**config.mk**
```make
export PLATFORM = sky130hd
export DESIGN_NAME = alarm_match_irq
export DESIGN_NICKNAME = d
export VERILOG_FILES = /design/src/rtl/alarm_match_irq.sv
export SDC_FILE = /design/constraint.sdc
export NUM_CORES = 1
export LEC_CHECK = 0
export BUFFER_PORTS_ARGS = -buffer_cell sky130_fd_sc_hd__buf_2
export CAP_MARGIN = 20
export CORE_ASPECT_RATIO = 0.75
export CORE_MARGIN = 5
export CORE_UTILIZATION = 40
export DETAILED_ROUTE_END_ITERATION = 8
export HOLD_SLACK_MARGIN = 0.06
export SYNTH_ARGS = -nofsm -noshare
export SYNTH_HDL_FRONTEND = slang
export SYNTH_SLANG_ARGS = --single-unit
```
**constraint.sdc**
```tcl
create_clock -name clk -period 2.88 [get_ports clk]
set_input_delay 0.576 -clock clk [delete_from_list [all_inputs] [get_ports clk]]
set_output_delay 0.576 -clock clk [all_outputs]
set_load 0.02 [all_outputs]
```
**src/rtl/alarm_match_irq.sv**
```systemverilog
module alarm_match_irq #(
  parameter int PULSE_CYCLES = 31_250_000
) (
  input  logic       clk,
  input  logic       rst_n,
  input  logic       tick_1s,
  input  logic [7:0] now_sec,
  input  logic [7:0] now_min,
  input  logic [7:0] now_hour,
  input  logic [7:0] now_date,
  input  logic [7:0] now_month,
  input  logic [7:0] now_wday,
  input  logic       wr_en,
  input  logic [2:0] wr_addr,
  input  logic [7:0] wr_data,
  input  logic       rd_en,
  input  logic [2:0] rd_addr,
  output logic [7:0] rd_data,
  output logic       alm_flag,
  output logic       irq_n
);
  localparam int NF = 6;
  localparam int CW = $clog2(PULSE_CYCLES + 1);
  localparam logic [2:0] A_CTRL = 3'd6;
  localparam logic [2:0] A_STAT = 3'd7;

  logic [7:0]    alarm_r [NF];
  logic [7:0]    ctrl_r;
  logic [7:0]    now_f [NF];
  logic [NF-1:0] fld_ok, fld_en;
  logic [CW-1:0] cnt;

  assign now_f[0] = now_sec;
  assign now_f[1] = now_min;
  assign now_f[2] = now_hour;
  assign now_f[3] = now_date;
  assign now_f[4] = now_month;
  assign now_f[5] = now_wday;

  for (genvar i = 0; i < NF; i++) begin : g_fld
    assign fld_en[i] = alarm_r[i][7];
    assign fld_ok[i] = !alarm_r[i][7] || (alarm_r[i][6:0] == now_f[i][6:0]);
    always_ff @(posedge clk or negedge rst_n)
      if (!rst_n) alarm_r[i] <= '0;
      else if (wr_en && wr_addr == 3'(i)) alarm_r[i] <= wr_data;
  end

  wire hit    = tick_1s && (|fld_en) && (&fld_ok);
  wire auto   = ctrl_r[7];
  wire pulsed = ctrl_r[6];
  wire clr_wr = wr_en && wr_addr == A_STAT && !wr_data[0];
  wire clr_rd = rd_en && rd_addr == A_STAT && auto;

  always_ff @(posedge clk or negedge rst_n)
    if (!rst_n) ctrl_r <= '0;
    else if (wr_en && wr_addr == A_CTRL) ctrl_r <= wr_data;

  always_ff @(posedge clk or negedge rst_n)
    if (!rst_n) alm_flag <= 1'b0;
    else if (hit) alm_flag <= 1'b1;
    else if (clr_wr || clr_rd) alm_flag <= 1'b0;

  always_ff @(posedge clk or negedge rst_n)
    if (!rst_n) cnt <= '0;
    else if (hit) cnt <= CW'(PULSE_CYCLES);
    else if (cnt != 0) cnt <= cnt - 1'b1;

  assign irq_n = pulsed ? (cnt == 0) : !alm_flag;

  always_comb begin
    case (rd_addr)
      A_CTRL:  rd_data = ctrl_r;
      A_STAT:  rd_data = {7'b0, alm_flag};
      default: rd_data = alarm_r[rd_addr];
    endcase
  end

  assert_set_on_tick_R2: assert property (@(posedge clk) disable iff (!rst_n)
    $rose(alm_flag) |-> $past(tick_1s));
  assert_no_enable_R3: assert property (@(posedge clk) disable iff (!rst_n)
    (tick_1s && fld_en == '0 && !alm_flag) |=> !alm_flag);
  assert_sticky_R4: assert property (@(posedge clk) disable iff (!rst_n)
    (alm_flag && !clr_wr && !clr_rd) |=> alm_flag);
  assert_pulse_start_R7: assert property (@(posedge clk) disable iff (!rst_n)
    (hit && pulsed && !wr_en) |=> (!irq_n && alm_flag));
  assert_pulse_bound_R7: assert property (@(posedge clk) disable iff (!rst_n)
    cnt <= CW'(PULSE_CYCLES));
endmodule

```
==> flow_metrics.env <==
export IMPL_io_pins=77
export IMPL_cts_setup_buffers=0
export IMPL_min_period_over_period=0.9237
export IMPL_drcViolationCount=0
export IMPL_clock_sinks=82
export IMPL_post_route_util=0.4930
export IMPL_reg2reg_slack_ns=0.53
export IMPL_num_antenna_cells=0
export IMPL_tightest_slew_ns=0.5981
export IMPL_placed_cells=596
export IMPL_cts_made_buffers=9
export IMPL_drt_wl_total_mm=11.88
export IMPL_synth_most_common_cell="dfrtp_1"
export IMPL_synth_ff_type="dfrtp_1"
export IMPL_clkLatencyLatePin_ns=0.34
export IMPL_synth_seq_cells=82
export IMPL_ys_types=55
export IMPL_hold_buffers=0
export IMPL_synth_fp_nets=460
export IMPL_end_kind="output port"
export IMPL_globalRouteOverflowTotal=0
export IMPL_path_max_fanout=9
export IMPL_min_period_ns=2.660
export IMPL_cp_required_ns=2.30
export IMPL_drt_pass1_iterations=4
export IMPL_fill_cells=1028
export IMPL_layout_setup_ws_ns=0.2197
export IMPL_pre_cts_slack_ns=0.3814
export IMPL_fin_setup_tns_ns=0
export IMPL_maxSlewViolCount=0
export IMPL_cts_root_buf="clkbuf_16"
export IMPL_nets=536
export IMPL_start_util=0.4143
export IMPL_path_cells="inv_1 -> ha_1 -> nor3b_1 -> and4_4 -> nand2_1 -> mux2i_1 -> buf_2"
export IMPL_post_cts_resized=0
export IMPL_post_dp_hpwl_mm=8.771
export IMPL_antenna_found_initial=0
export IMPL_yosysSeqAreaShare=0.4476
export IMPL_ctsLongestPathBuffers=2
export IMPL_fp_coreArea_um2=11070
export IMPL_start_kind="flip-flop"
export IMPL_cts_htree_levels=3
export IMPL_dieWidth_um=133.6
export IMPL_via_per_inst=5.572
export IMPL_final_cells=612
export IMPL_ys_warn_count=0
export IMPL_rows=33
export IMPL_critical_path_buf_inv_count=2
export IMPL_rsz0062_at_grt="false"
export IMPL_rr_endpoint="cnt[14]"
export IMPL_synthToLayoutAreaGrowth_pct=19.00
export IMPL_grt_max_degree=83
export IMPL_port_buffers=70
export IMPL_p_per_area_nw_per_um2=719.9
export IMPL_max_slew_margin=0.5992
export IMPL_slowest_stage="dfrtp_1"
export IMPL_drive_gt1_frac=0.3856
export IMPL_fin_total_pwr_uw=3927
export IMPL_finClkSkew_ns=0.009243
export IMPL_setup_viol=0
export IMPL_hold_class="input pin to async pin"
export IMPL_synth_edff_count=0
export IMPL_dieArea_um2=13720
export IMPL_netlist_top_cells_count="dfrtp_1 (82), mux2_2 (58), xnor2_1 (31)"
export IMPL_syn_instance_count=391
export IMPL_cts_tree="built"
export IMPL_drtAntennaViolNets=0
export IMPL_ff2ff_path_depth=7
export IMPL_max_freq_mhz=375.9
export IMPL_critical_path_class="flip-flop to output port"
export IMPL_grt_pass1_vias=3430
export IMPL_synth_top_area_cell="dfrtp_1"
export IMPL_vias=3410
export IMPL_status="complete, no violations"
export IMPL_wl_per_cell_um=19.41
export IMPL_path_clk_slew_ns=0.06
export IMPL_place_gp_congestion=0.8472
export IMPL_cpPeakStageDelay_ns=0.42
export IMPL_leakage_uw=0.002206
export IMPL_chipHeight_um=102.7
export IMPL_maxCapViolations=0
export IMPL_grt_usage=0.1833
export IMPL_critical_path_top_delay_family="simple AND/OR/NAND/NOR gates"
export IMPL_syn_cell_area_um2=4584
export IMPL_ir_drop_uv=302.5
export IMPL_drt_iter0_markers=244
export IMPL_rr_startpoint="cnt[0]"
export IMPL_synth_avg_cell_area_um2=11.72
export IMPL_synthTopCellsByArea="dfrtp_1 (45%), mux2_2 (14%), xnor2_1 (5.9%), xor2_1 (5.5%), mux4_2 (4.4%)"
export IMPL_ys_async_sr_fraction=1.000
export IMPL_synth_top_area_share=0.4476
export IMPL_hold_viol=0
export IMPL_arrival_ns=2.08
export IMPL_grt_pass1_wl_mm=19.27
metal layers:
layer,track usage,routed length (µm)
met5,0,0
met4,0.04269,110
met3,0.03902,547
met2,0.2695,5302
met1,0.2778,5919
through the flow:
stage	area (µm²)	hold slack (ns)
finish	5455	0.2418
global route	5455	0.2962
CTS	5448	0.2847
detailed placement	5151	0.4878
global placement	5151	0.4825
floorplan	4584	0.2804
worst max-delay path by stage:
stage | start | endpoint | depth (start not counted)
floorplan | rd_addr[0] | rd_data[1] | 5
finish | cnt[0] | irq_n | 7
CTS | cnt[21] | irq_n | 5
global route | cnt[0] | irq_n | 7
global placement | rd_addr[0] | rd_data[5] | 6
detailed placement | rd_addr[0] | rd_data[5] | 6
report_power, final:
| part | switching [µW] | internal (µW) | leakage [µW] | total [µW] |
|---|---|---|---|---|
| clock | 475 | 673 | 0.000139 | 1150 |
| sequential | 288 | 1440 | 0.000956 | 1720 |
| combinational | 505 | 551 | 0.00111 | 1060 |
registers in the layout (all words and copies together) (netlist names):
register and flops:
alm_flag 1, cnt 25, alarm_r 48, ctrl_r 8
placed cells by master (no fill, tap or decap), types with 3 or more instances in the layout:
master and n:
inv_1 3, nor4_1 3, nand4b_1 4, mux2_2 58, buf_4 15, nor2_1 18
nand3_1 4, xor2_1 29, mux4_2 9, nor3_1 9, clkbuf_16 9, mux2i_1 9
dfrtp_1 82, buf_2 69, nand2_1 6, nand4_1 14, o21ai_0 14, o41ai_1 6
a21oi_1 27, xnor2_1 31
cell families (layout without fill, tap and decap cells):
family                     Yosys count  in the layout  share of synthesized area
AOI/OAI and AO/OA                   64             64                    0.09034
adders and majority gates            2              2                   0.005458
xor gates and xnor gates            60             60                     0.1146
buffers and inverters               23            104                    0.02129
muxes                               76             76                     0.2063
and+or+nand+nor                     84             84                     0.1144
DFF                                 82             82                     0.4476
area by class of cell:
class	count	area, µm²	area share
clock buffer	10	229.0	0.04197
clock inverter	6	67.56	0.01239
inverter	3	11.26	0.002064
multi-input combinational	286	2442	0.4477
sequential	82	2052	0.3761
tap	140	175.2	0.03211
timing repair buffer	85	478.0	0.08761
(Power assumes the default switching activity.)
